### src/rtl/lfsr_rand_pkg.sv
package lfsr_rand_pkg;

  // Strobes issued by the control unit to the datapath each cycle.
  typedef struct packed {
    logic load;   // write seed and mask
    logic shift;  // advance the register one position
  } lfsr_strobe_t;

endpackage

### src/rtl/lfsr_rand_ctrl.sv
module lfsr_rand_ctrl
  import lfsr_rand_pkg::*;
#(
  parameter int DECIM = 16
) (
  input  logic         clk,
  input  logic         rst,
  input  logic         en,
  input  logic         seedLoad,
  input  logic         decimEn,
  output lfsr_strobe_t strobe,
  output logic         sampleValid
);

  localparam int CNT_W = (DECIM > 1) ? $clog2(DECIM) : 1;
  localparam logic [CNT_W-1:0] LAST_PHASE = CNT_W'(DECIM - 1);

  logic [CNT_W-1:0] phaseCnt;
  logic             groupDone;
  logic             validNext;

  always_comb begin
    strobe.load  = seedLoad;
    strobe.shift = en && !seedLoad;
  end

  assign groupDone = (phaseCnt == LAST_PHASE);
  assign validNext = strobe.shift && (!decimEn || groupDone);

  always_ff @(posedge clk) begin
    if (rst) begin
      phaseCnt    <= '0;
      sampleValid <= 1'b0;
    end else begin
      sampleValid <= validNext;
      if (strobe.load) begin
        phaseCnt <= '0;
      end else if (strobe.shift) begin
        phaseCnt <= groupDone ? '0 : phaseCnt + 1'b1;
      end
    end
  end

endmodule

### src/rtl/lfsr_rand_dp.sv
module lfsr_rand_dp
  import lfsr_rand_pkg::*;
#(
  parameter int                 STATE_W    = 16,
  parameter int                 WIN_W      = 8,
  parameter int                 WIN_LSB    = 0,
  parameter logic [STATE_W-1:0] RESET_POLY = 16'h0030,
  parameter logic [STATE_W-1:0] RESET_SEED = 16'h0001
) (
  input  logic               clk,
  input  logic               rst,
  input  lfsr_strobe_t       strobe,
  input  logic [STATE_W-1:0] polyIn,
  input  logic [STATE_W-1:0] seedIn,
  output logic [STATE_W-1:0] stateOut,
  output logic [WIN_W-1:0]   windowOut
);

  localparam logic [STATE_W-1:0] NONZERO_FILL = STATE_W'(1);
  localparam logic [STATE_W-1:0] SAFE_RESET   =
    (RESET_SEED == '0) ? NONZERO_FILL : RESET_SEED;

  logic [STATE_W-1:0] stateQ;
  logic [STATE_W-1:0] polyQ;
  logic [STATE_W-1:0] tapChain;
  logic [STATE_W-1:0] seedSafe;
  logic               feedback;

  // Parity of the masked state, built as a ripple of XOR terms.
  assign tapChain[0] = stateQ[0] & polyQ[0];
  for (genvar i = 1; i < STATE_W; i++) begin : g_tap
    assign tapChain[i] = tapChain[i-1] ^ (stateQ[i] & polyQ[i]);
  end
  assign feedback = tapChain[STATE_W-1];

  assign seedSafe = (seedIn == '0) ? NONZERO_FILL : seedIn;

  always_ff @(posedge clk) begin
    if (rst) begin
      stateQ <= SAFE_RESET;
      polyQ  <= RESET_POLY;
    end else if (strobe.load) begin
      stateQ <= seedSafe;
      polyQ  <= polyIn;
    end else if (strobe.shift) begin
      stateQ <= {stateQ[STATE_W-2:0], feedback};
    end
  end

  assign stateOut  = stateQ;
  assign windowOut = stateQ[WIN_LSB +: WIN_W];

endmodule

### src/rtl/lfsr_rand_src.sv
module lfsr_rand_src
  import lfsr_rand_pkg::*;
#(
  parameter int                 STATE_W    = 16,
  parameter int                 WIN_W      = 8,
  parameter int                 WIN_LSB    = 0,
  parameter int                 DECIM      = 16,
  parameter logic [STATE_W-1:0] RESET_POLY = 16'h0030,
  parameter logic [STATE_W-1:0] RESET_SEED = 16'h0001
) (
  input  logic               clk,
  input  logic               rst,
  input  logic               en,
  input  logic [STATE_W-1:0] polyMask,
  input  logic               seedLoad,
  input  logic [STATE_W-1:0] seedVal,
  input  logic               decimEn,
  output logic [STATE_W-1:0] lfsrState,
  output logic [WIN_W-1:0]   cmpWindow,
  output logic               sampleValid
);

  lfsr_strobe_t strobe;

  lfsr_rand_ctrl #(
    .DECIM(DECIM)
  ) u_ctrl (
    .clk        (clk),
    .rst        (rst),
    .en         (en),
    .seedLoad   (seedLoad),
    .decimEn    (decimEn),
    .strobe     (strobe),
    .sampleValid(sampleValid)
  );

  lfsr_rand_dp #(
    .STATE_W   (STATE_W),
    .WIN_W     (WIN_W),
    .WIN_LSB   (WIN_LSB),
    .RESET_POLY(RESET_POLY),
    .RESET_SEED(RESET_SEED)
  ) u_dp (
    .clk      (clk),
    .rst      (rst),
    .strobe   (strobe),
    .polyIn   (polyMask),
    .seedIn   (seedVal),
    .stateOut (lfsrState),
    .windowOut(cmpWindow)
  );

endmodule

### config.mk
export PLATFORM = sky130hd
export DESIGN_NAME = lfsr_rand_src
export DESIGN_NICKNAME = d
export VERILOG_FILES = /design/src/rtl/lfsr_rand_pkg.sv /design/src/rtl/lfsr_rand_ctrl.sv /design/src/rtl/lfsr_rand_dp.sv /design/src/rtl/lfsr_rand_src.sv
export SDC_FILE = /design/constraint.sdc
export NUM_CORES = 1
export LEC_CHECK = 0
export ABC_AREA = 0
export BUFFER_PORTS_ARGS = -buffer_cell sky130_fd_sc_hd__buf_4
export CAP_MARGIN = 25
export CORE_MARGIN = 5
export CORE_UTILIZATION = 35
export DETAILED_ROUTE_END_ITERATION = 7
export GPL_ROUTABILITY_DRIVEN = 0
export PLACE_DENSITY = 0.6
export SLEW_MARGIN = 20
export SYNTH_ARGS = -nofsm -noshare
export SYNTH_HDL_FRONTEND = slang
export SYNTH_SLANG_ARGS = --single-unit
### constraint.sdc
create_clock -name clk -period 1.4 [get_ports clk]
set_input_delay 0.28 -clock clk [delete_from_list [all_inputs] [get_ports clk]]
set_output_delay 0.28 -clock clk [all_outputs]
set_load 0.02 [all_outputs]
==> metrics, run 1 <==
CP Cell Sequence=nand2_1 -> xnor2_2 -> xnor2_1 -> xnor2_1 -> xnor2_1 -> o21ai_1; status=complete, no violations; Mapped Avg Cell Area=8.698 sq um; Vias/cell=4.688; Top delay family on crit path=XOR/XNOR gates; Critical Path RT=1.57 ns; post-layout minimum cycle time=1.298 ns; Yosys top cell area share=41.34%; Post-Place Cells=330; max-slew violation count=0; CP max FO=2; Seq pwr share=44.9%; worst-margin pin slew=0.3865 ns; Buffers on Ports=61; register area=748.2 sq um; H-tree Lvls=2; nets@finish=305; GRT overflow=0; RR Startpoint=u_dp.polyQ[3]; proportion of layout cells with a drive suffix above 1=34.08%; largest net degree at the start of global routing=37; root buf cell=clkbuf_8; first-pass GRT wire length=7555 um; P_leak=1.128 nW; core box area=5042 sq um; Clk Latency, worst-skew pair=0.28 ns; antenna violations before repair=0; Routed Antenna Nets=0; final worst path period share=92.70%; Detailed Route WL=4683 um; synthesized area=1792 sq um; Layout Skew=0.002710 ns; Pre-antenna DRT Iters=4; final instance area=2465 sq um; sequential area share after synthesis=41.34%; Slowest-stage cell, CP=dfxtp_1; CTS Buf Count=5; Area growth syn-to-layout=37.57%; Longest Clk Path Bufs=2; crit path capture type=flop; Reg clk slew, reported paths=0.07 ns; clock net sink count=37; Final Hold Viols=0; Achievable Freq=770.5 MHz; die width=81.55 um; die area=6650 sq um; vias in the first global route=1,570; Synth area leader=dfxtp_1; final setup vio count=0; Via Count=1,580; starting density of the core=35.53%; area occupied by multi-input gates=944.7 sq um; WHS Path Cells=2; leading post-synthesis cells by cell area=dfxtp_1 (41%), mux2i_1 (17%), nor2_1 (9.8%); CTS tree=done; Setup crit start kind=flop; setup TNS=0 ns; die height=81.55 um; R2R Setup Slk=0.10 ns; Synth cell types=26; max-cap violations=0; min-delay src=decimEn; Net Sw Power=668.2 uW; n_diodes=0; RSZ-0062 raised after global routing=no; Avg WL per Cell=13.90 um; Non-Filler Instances=337; CP Launch Point=u_dp.polyQ[3]; R2R depth=6; Crit path buffers/inverters=0; post-DP HPWL=3538 um; Mapped Nets=244; DRC viols=0; Setup Crit Path Kind=flop to flop; Max VDD drop=516.5 uV; end of the worst register-to-register path=u_dp.stateOut[0]; Gate power share=20.1%; CP peak stage delay=0.34 ns; worst hold path type=input pin to flop; P_int=1.892 mW; fill count=524; Cells after Synth=206; synth warn=0; hold path endpoint=u_ctrl.sampleValid; Yosys reg bits=37; row cnt=26; Clk network pwr share=35.0%; setup bufs post-CTS=0; DP Area=2346 sq um; critical path data arrival time=1.47 ns; Sw Share=26.10%; PwrDens=1039 nW/um^2; relative slew slack=74.23%; GRT Total Usage=15.10%; Critical Path Most Common Cell=xnor2_1; Initial DRC Count=82; Boundary Pins=62
cells in the mapped netlist, drive strengths merged:
cell type	instances
nand4	1
ha	1
nor2b	3
nor4	3
o21ai	2
a211o	2
clkbuf	5
dfxtp	37
a21oi	15
xnor2	12
buf	15
nand2	18
xor2	6
nor3b	1
nand2b	1
mux2i	30
nor3	3
a211oi	2
a41o	1
nand3	1
nor2	47
repair_timing:
item	4_1_cts	5_1_grt
setup endpoints to repair	0	1
hold buffers	0	0
gates resized for setup	0	7
power by group through the flow:
stage | clock [mW] | sequential [mW] | combinational [mW]
3_3_place_gp | 0 | 1.17 | 0.516
3_5_place_dp | 0 | 1.17 | 0.517
5_1_grt | 0.982 | 1.16 | 0.560
6_report | 0.896 | 1.15 | 0.514
2_1_floorplan | 0 | 1.21 | 0.257
4_1_cts | 0.920 | 1.15 | 0.518
layer usage:
layer	GRT usage, %	routed length [um]	vias up
met5	0	0	-
met4	4.054	35	0
met3	5.044	379	4
met2	23.05	2112	60
met1	20.29	2156	719
li1	-	-	797
cells in the final DEF, fill, tap and decap left out, drive strengths merged, types with 3 or more instances in the layout:
| cell | instances |
|---|---|
| dfxtp | 37 |
| nand2 | 18 |
| nor2 | 47 |
| buf | 74 |
| mux2i | 30 |
| xor2 | 6 |
| xnor2 | 12 |
| nor3 | 3 |
| nor2b | 3 |
| clkbuf | 5 |
| a21oi | 15 |
| nor4 | 3 |
flip-flops by register name, indices dropped and copies added, names as in the netlist:
| signal | count |
|---|---|
| u_ctrl.phaseCnt | 4 |
| u_ctrl.sampleValid | 1 |
| u_dp.polyQ | 16 |
| u_dp.stateOut | 16 |
kinds of logic after synthesis:
kind of cell	share of synthesized area (%)
xor+xnor	9.637
mux	16.76
compound gates	7.122
flops	41.34
simple gates	18.09
buf+inv	6.355
fa+ha+maj	0.6982
layout make-up:
| type | count | area share (%) |
|---|---|---|
| Clock buffer | 5 | 2.792 |
| Clock inverter | 2 | 1.421 |
| Multi-Input combinational cell | 149 | 38.32 |
| Sequential cell | 37 | 30.36 |
| Tap cell | 70 | 3.553 |
| Timing Repair Buffer | 74 | 23.55 |
per-stage QoR:
step / util [%] / worst slack (ns) / hold slack (ns) / power, mW
detailed placement: 46.53 / 0.06509 / 0.4664 / 1.689
floorplan: - / 0.01640 / 0.3752 / 1.466
global route: 48.88 / 0.0006322 / 0.1562 / 2.700
finish: 48.88 / 0.1022 / 0.1682 / 2.560
CTS: 48.59 / 0.03089 / 0.1602 / 2.586
global placement: 46.53 / 0.04940 / 0.4678 / 1.687
worst register-to-register path: cells and delay by family, from the launching register on:
| family | cells | cell delay [ns] |
|---|---|---|
| AND/OR/NAND/NOR | 1 | 0.09 |
| XOR/XNOR | 4 | 0.68 |
| flip-flops | 1 | 0.34 |
| AO/OA/AOI/OAI | 1 | 0.08 |
worst max-delay path by stage:
stage | endpoint | cells after the start
after floorplan | u_dp.stateOut[0] | 6
after global routing | u_dp.stateOut[0] | 6
after detailed placement | u_dp.stateOut[0] | 6
final | u_dp.stateOut[0] | 6
after global placement | u_dp.stateOut[0] | 6
after CTS | u_dp.stateOut[0] | 6
Power figures use the tool's default switching activity.
==> inputs of run 2 (changes only) <==
--- a/config.mk
+++ b/config.mk
@@ -16,4 +16,5 @@
 export SLEW_MARGIN = 20
 export SYNTH_ARGS = -nofsm -noshare
 export SYNTH_HDL_FRONTEND = slang
+export SYNTH_HIERARCHICAL = 1
 export SYNTH_SLANG_ARGS = --single-unit
==> run 2 against run 1 <==
Net effect: synthesized area increased by 1.7%; non-clock buffer count increased by 4; clock power decreased by 17%; largest cell class unchanged; highest routed layer unchanged.
==> metrics, run 2 <==
first-pass GRT wire length=7251 um (-4.0%); die width=82.15 um (+0.73%); Setup crit start kind=flop; clock net sink count=37 (unchanged); root buf cell=clkbuf_8; Post-Synth XOR/XNOR Area=8.929% (-0.71 points); die height=82.15 um (+0.73%); Via Count=1,615 (+2.2%); Area growth syn-to-layout=40.52%; antenna violations before repair=0 (unchanged); CP Launch Point=u_dp/stateOut[5]; GRT Total Usage=14.31% (-0.79 points); Routed Antenna Nets=0 (unchanged); Longest Clk Path Bufs=2 (unchanged); H-tree Lvls=2 (unchanged); PwrDens=945.6 nW/um^2 (-9.0%); CTS tree=done; synthesized area=1822 sq um (+1.7%); Vias/cell=4.668 (-0.44%); Mapped Nets=249 (+2.0%); synth warn=6 (+6); Pre-antenna DRT Iters=4 (unchanged); CP max FO=2 (unchanged); nets@finish=314 (+3.0%); Buffers on Ports=61 (unchanged); critical path depth=7 (+1); P_leak=1.141 nW (+1.1%); CTS Buf Count=5 (unchanged); row cnt=26 (unchanged); CTS Hold Buffers Added=0 (unchanged); CP peak stage delay=0.32 ns (-0.02 ns); Design Power=2.421 mW (-5.4%); worst setup path end=u_dp/stateOut[0]; Detailed Route WL=4623 um (-1.3%); die area=6748 sq um (+1.5%); Cells after Synth=211 (+2.4%); R2R depth=7 (+1); worst hold path type=input pin to flop; Critical Path Most Common Cell=xnor2_1; Clk Latency, worst-skew pair=0.29 ns (about the same); vias in the first global route=1,522 (-3.1%); status=complete, no violations; pre-CTS setup slack=-0.01318 ns (-0.07827 ns); RR Startpoint=u_dp/stateOut[5]; count leader, synth=nor2_1; number of synthesized flops with an enable pin=0 (unchanged); DRC viols=0 (unchanged); Layout Skew=0.006765 ns (+0.004054 ns); FFs w/ async S/R, synth=0% (unchanged); Final WS setup=0.08794 ns (-0.01427 ns); GRT overflow=0 (unchanged); final setup vio count=0 (unchanged); worst-margin pin slew=0.3776 ns (-0.008855 ns); Slowest-stage cell, CP=dfxtp_2; CP Cell Sequence=nand2_1 -> xor2_1 -> xnor2_1 -> xnor2_1 -> xnor2_1 -> a31oi_1 -> nand2_1; Main synth FF type=dfxtp_1; Boundary Pins=62 (unchanged); critical path data arrival time=1.49 ns (+0.02 ns); top post-synthesis cells by count=nor2_1 (45), dfxtp_1 (37), mux2i_1 (30); Achievable Freq=762.2 MHz (-1.1%); Top delay family on crit path=XOR/XNOR gates; Mapped Avg Cell Area=8.634 sq um (-0.73%); leading post-synthesis cells by cell area=dfxtp_1 (41%), mux2i_1 (16%), nor2_1 (9.3%); Avg WL per Cell=13.36 um (-3.8%); post-synthesis mux area share=16.48% (-0.28 points); Post-Synth Adder-Cell Area=0.6868% (-0.012 points); Synth Area in Simple Gates=18.82% (+0.73 points); Max VDD drop=505.9 uV (-2.1%); setup TNS=0 ns (unchanged); crit path capture type=flop; relative slew slack=74.82% (+0.59 points); Final Hold Viols=0 (unchanged); Initial DRC Count=54 (-34%); sequential area share after synthesis=40.66% (-0.68 points); commonest non-fill, non-tap cells in the layout=buf_4 (76), nor2_1 (45), mux2i_1 (30), dfxtp_2 (20), a21oi_1 (17); RSZ-0062 raised after global routing=yes; end of the worst register-to-register path=u_dp/stateOut[0]; Yosys top cell area share=40.66% (-0.68 points); core box area=5075 sq um (+0.65%); Reg clk slew, reported paths=0.07 ns (about the same); Crit path buffers/inverters=0 (unchanged); area fraction in compound gates after synthesis=7.830% (+0.71 points); starting density of the core=35.90% (+0.36 points); Critical Path RT=1.58 ns (about the same); max-slew violation count=0 (unchanged); R2R Setup Slk=0.09 ns (about the same); Synth cell types=28 (+7.7%); post-DP HPWL=3407 um (-3.7%); final worst path period share=93.72% (+1.0 points); Setup Crit Path Kind=flop to flop; max-cap violations=0 (unchanged); proportion of layout cells with a drive suffix above 1=43.84% (+9.8 points); n_diodes=0 (unchanged); largest family of logic cells by synthesized area=simple AND/OR/NAND/NOR gates; post-layout minimum cycle time=1.312 ns (+0.01427 ns); largest net degree at the start of global routing=55 (+49%); Yosys reg bits=37 (unchanged); most common cell after layout, fill and taps aside=buf_4; Synth area leader=dfxtp_1
## run 2: worst min path at each step
stage / slack (ns) / from / depth (start not counted) / to
4_1_cts: 0.16 / decimEn / 2 / u_ctrl/sampleValid
3_3_place_gp: 0.47 / decimEn / 2 / u_ctrl/sampleValid
2_1_floorplan: 0.36 / rst / 1 / u_ctrl/phaseCnt[1]
6_report: 0.17 / decimEn / 2 / u_ctrl/sampleValid
5_1_grt: 0.16 / decimEn / 2 / u_ctrl/sampleValid
3_5_place_dp: 0.47 / decimEn / 2 / u_ctrl/sampleValid
## run 2: per-stage QoR
stage                     instance area, sq um  util [%]  hold slack, ns  instances
after floorplan                           1841         -          0.3568        211
after global placement                    2410     47.49          0.4736        337
after detailed placement                  2410     47.49          0.4693        337
after CTS                                 2499     49.24          0.1554        344
after global routing                      2560     50.44          0.1572        346
final                                     2560     50.44          0.1698        346
## run 2: area by class of cell
| type | instances | area, sq um |
|---|---|---|
| Clock buffer | 7 | 86.33 |
| Multi-Input combinational cell | 153 | 998.5 |
| Sequential cell | 37 | 773.2 |
| Timing Repair Buffer | 78 | 610.6 |
| Tap cell | 70 | 87.58 |
| Fill cell | 509 | 2515 |
| Inverter | 1 | 3.754 |
## run 2: kinds of logic after synthesis
group	after synthesis
buffers and inverters	21
flip-flops	37
AND/OR/NAND/NOR	81
adder cells (fa/ha/maj)	1
multiplexers	30
XOR/XNOR	16
AO/OA/AOI/OAI	25
## run 2: metal layers
metal / global-route usage (%) / vias up / wire [um]
met5: 0 / - / 0
met4: 4.983 / 0 / 64
met3: 4.664 / 7 / 268
met2: 21.89 / 37 / 2277
met1: 18.86 / 746 / 2013
li1: - / 825 / -
## run 2: where the power goes
part | total (mW) | internal [mW] | switching (mW) | leakage, nW
Sequential | 1.15 | 1.12 | 0.0380 | 0.313
Combinational | 0.518 | 0.268 | 0.250 | 0.784
Clock | 0.748 | 0.391 | 0.358 | 0.0443
## run 2: repair_timing
| item | in CTS | in global routing |
|---|---|---|
| gates resized for setup | 1 | 16 |
| buffers inserted | 0 | 2 |
| setup endpoints to repair | 1 | 1 |
| pin swaps | 1 | 11 |
## run 2: worst reg2reg max path, cell delays in order, from the launching register on
cell,delay (ns)
dfxtp_2,0.32
nand2_1,0.09
xor2_1,0.20
xnor2_1,0.16
xnor2_1,0.15
xnor2_1,0.09
a31oi_1,0.13
nand2_1,0.06
==> inputs of run 3 (changes only) <==
--- a/config.mk
+++ b/config.mk
@@ -9,10 +9,10 @@
 export BUFFER_PORTS_ARGS = -buffer_cell sky130_fd_sc_hd__buf_4
 export CAP_MARGIN = 25
 export CORE_MARGIN = 5
-export CORE_UTILIZATION = 35
+export CORE_UTILIZATION = 49
 export DETAILED_ROUTE_END_ITERATION = 7
 export GPL_ROUTABILITY_DRIVEN = 0
-export PLACE_DENSITY = 0.6
+export PLACE_DENSITY_LB_ADDON = 0.15
 export SLEW_MARGIN = 20
 export SYNTH_ARGS = -nofsm -noshare
 export SYNTH_HDL_FRONTEND = slang
==> run 3 against run 2 <==
Net effect: cell area down 1.4%; maximum frequency down 3.1%; hold slack worse by 0.021 ns; combinational power down 1%; sequential power about the same.
==> metrics, run 3 (synthesis gave the netlist of run 2 again) <==
CTS tree=done; Via Count=1,605 (-0.62%); proportion of layout cells with a drive suffix above 1=43.80% (-0.045 points); die width=70.98 um (-14%); critical path data arrival time=1.53 ns (+0.04 ns); register area=777.0 sq um (+0.49%); root buf cell=clkbuf_8; CP Launch Point=u_dp/polyQ[0]; GRT overflow=0 (unchanged); clock net sink count=37 (unchanged); Setup crit start kind=flop; die height=70.98 um (-14%); status=complete, no violations; GRT Total Usage=17.44% (+3.1 points); max-cap violations=0 (unchanged); RSZ-0062 raised after global routing=yes; worst-margin pin slew=0.3688 ns (-0.008800 ns); area occupied by multi-input gates=1006 sq um (+0.75%); Seq pwr share=49.2% (+1.5 points); WHS Path Cells=2 (unchanged); die area=5037 sq um (-25%); Initial DRC Count=38 (-30%); Routed Antenna Nets=0 (unchanged); Max VDD drop=811.5 uV (+60%); R2R depth=7 (unchanged); max-slew violation count=0 (unchanged); Layout Skew=0.004784 ns (-0.001980 ns); Longest Clk Path Bufs=2 (unchanged); fill count=314 (-38%); PwrDens=932.5 nW/um^2 (-1.4%); relative slew slack=75.41% (+0.59 points); H-tree Lvls=2 (unchanged); row cnt=22 (-15%); final worst path period share=96.72% (+3.0 points); Final Hold Viols=0 (unchanged); Sw Share=27.46% (+0.77 points); Final WS setup=0.04595 ns (-0.04199 ns); Post-Place Cells=313 (-7.1%); starting density of the core=50.14% (+14 points); Critical Path RT=1.58 ns (about the same); Achievable Freq=738.5 MHz (-3.1%); post-layout utilization of the core=69.46% (+19 points); largest net degree at the start of global routing=55 (unchanged); min-delay src=decimEn; Setup Crit Path Kind=flop to flop; Clk network pwr share=29.1% (-1.8 points); core box area=3633 sq um (-28%); Net Sw Power=646.3 uW (about the same); Vias/cell=4.984 (+6.8%); P_leak=1.139 nW (-0.12%); pre-CTS setup slack=-0.02271 ns (-0.009527 ns); nets@finish=313 (-0.32%); Buffers on Ports=61 (unchanged); highest routed metal layer=met4; Gate power share=21.7% (+0.3 points); worst hold path type=input pin to flop; end of the worst register-to-register path=u_dp/stateOut[0]; wl on met1=1882 um (-6.5%); Pre-antenna DRT Iters=4 (unchanged); R2R Setup Slk=0.05 ns (-0.04 ns); post-layout minimum cycle time=1.354 ns (+0.04199 ns); crit path capture type=flop; final setup vio count=0 (unchanged); hold path endpoint=u_ctrl/sampleValid; routed wl met2=2208 um (-3.0%); Clk Latency, worst-skew pair=0.29 ns (about the same); P_int=1.707 mW (-3.8%); Avg WL per Cell=13.66 um (+2.2%); met3 WL=269 um (+0.37%); Non-Filler Instances=322 (-6.9%); n_diodes=0 (unchanged); CTS Buf Count=5 (unchanged); most common cell after layout, fill and taps aside=buf_4; Area growth syn-to-layout=38.53%; Reg clk slew, reported paths=0.07 ns (about the same); Detailed Route WL=4398 um (-4.9%); Boundary Pins=62 (unchanged); RR Startpoint=u_dp/polyQ[0]; first-pass GRT wire length=6789 um (-6.4%); CP max FO=2 (unchanged); commonest non-fill, non-tap cells in the layout=buf_4 (75), nor2_1 (45), mux2i_1 (30), a21oi_1 (17), dfxtp_2 (17); antenna violations before repair=0 (unchanged); post-DP HPWL=3223 um (-5.4%); DRC viols=0 (unchanged); vias in the first global route=1,447 (-4.9%)
[run 3: cell types whose count changed in the layout (fill, tap and decap cells not counted), sizes merged]
cell	change
clkinv	+1
clkbuf	-2
buf	-1
[run 3: what timing repair did]
item,in CTS,in global routing
pin swaps,4,11
hold buffers,0,0
endpoints found under the setup margin,1,1
resized for setup,1,19
buffers inserted,1,2
[run 3: worst max path at each step]
stage | endpoint | slack [ns]
2_1_floorplan | u_dp/stateOut[0] | 0.01
3_3_place_gp | u_dp/stateOut[0] | 0.01
3_5_place_dp | u_dp/stateOut[0] | -0.02
4_1_cts | u_dp/stateOut[0] | 0.0008
5_1_grt | u_dp/stateOut[0] | -0.04
6_report | u_dp/stateOut[0] | 0.05
[run 3: power by group through the flow]
stage,clock (mW),sequential [mW],combinational [mW]
after CTS,0.713,1.16,0.504
after global routing,0.758,1.16,0.554
after detailed placement,0,1.18,0.499
final,0.685,1.16,0.511
after floorplan,0,1.21,0.252
after global placement,0,1.18,0.494
[run 3: worst max-delay path, cell delays in order, from the launching register on]
cell     delay (ns)
dfxtp_2        0.33
nand2_2        0.08
xnor2_2        0.15
xnor2_1        0.21
xnor2_1        0.18
xnor2_1        0.10
a31oi_1        0.13
nand2_1        0.06
[run 3: cell type report]
| cell class | instances | share of cell area [%] |
|---|---|---|
| clock buffers | 5 | 2.727 |
| clock inverters | 1 | 0.1983 |
| inverters | 1 | 0.1487 |
| multi-input cells | 153 | 39.86 |
| flip-flops and latches | 37 | 30.79 |
| well taps | 48 | 2.380 |
| repair buffers | 77 | 23.90 |
[run 3: per-layer routing]
layer / vias to the layer above / global-route usage [%]
met1: 741 / 20.29
met2: 39 / 29.76
met3: 4 / 6.676
li1: 821 / -
met4: 0 / 5.010
met5: - / 0
[run 3: per-stage QoR]
step / power (mW) / hold WS, ns / setup TNS [ns] / area, sq um
after floorplan: 1.465 / 0.3568 / 0 / 1841
after global placement: 1.673 / 0.4554 / 0 / 2367
after detailed placement: 1.679 / 0.4575 / -0.02271 / 2367
after CTS: 2.373 / 0.1419 / 0 / 2451
after global routing: 2.477 / 0.1518 / -0.04225 / 2524
final: 2.353 / 0.1491 / 0 / 2524
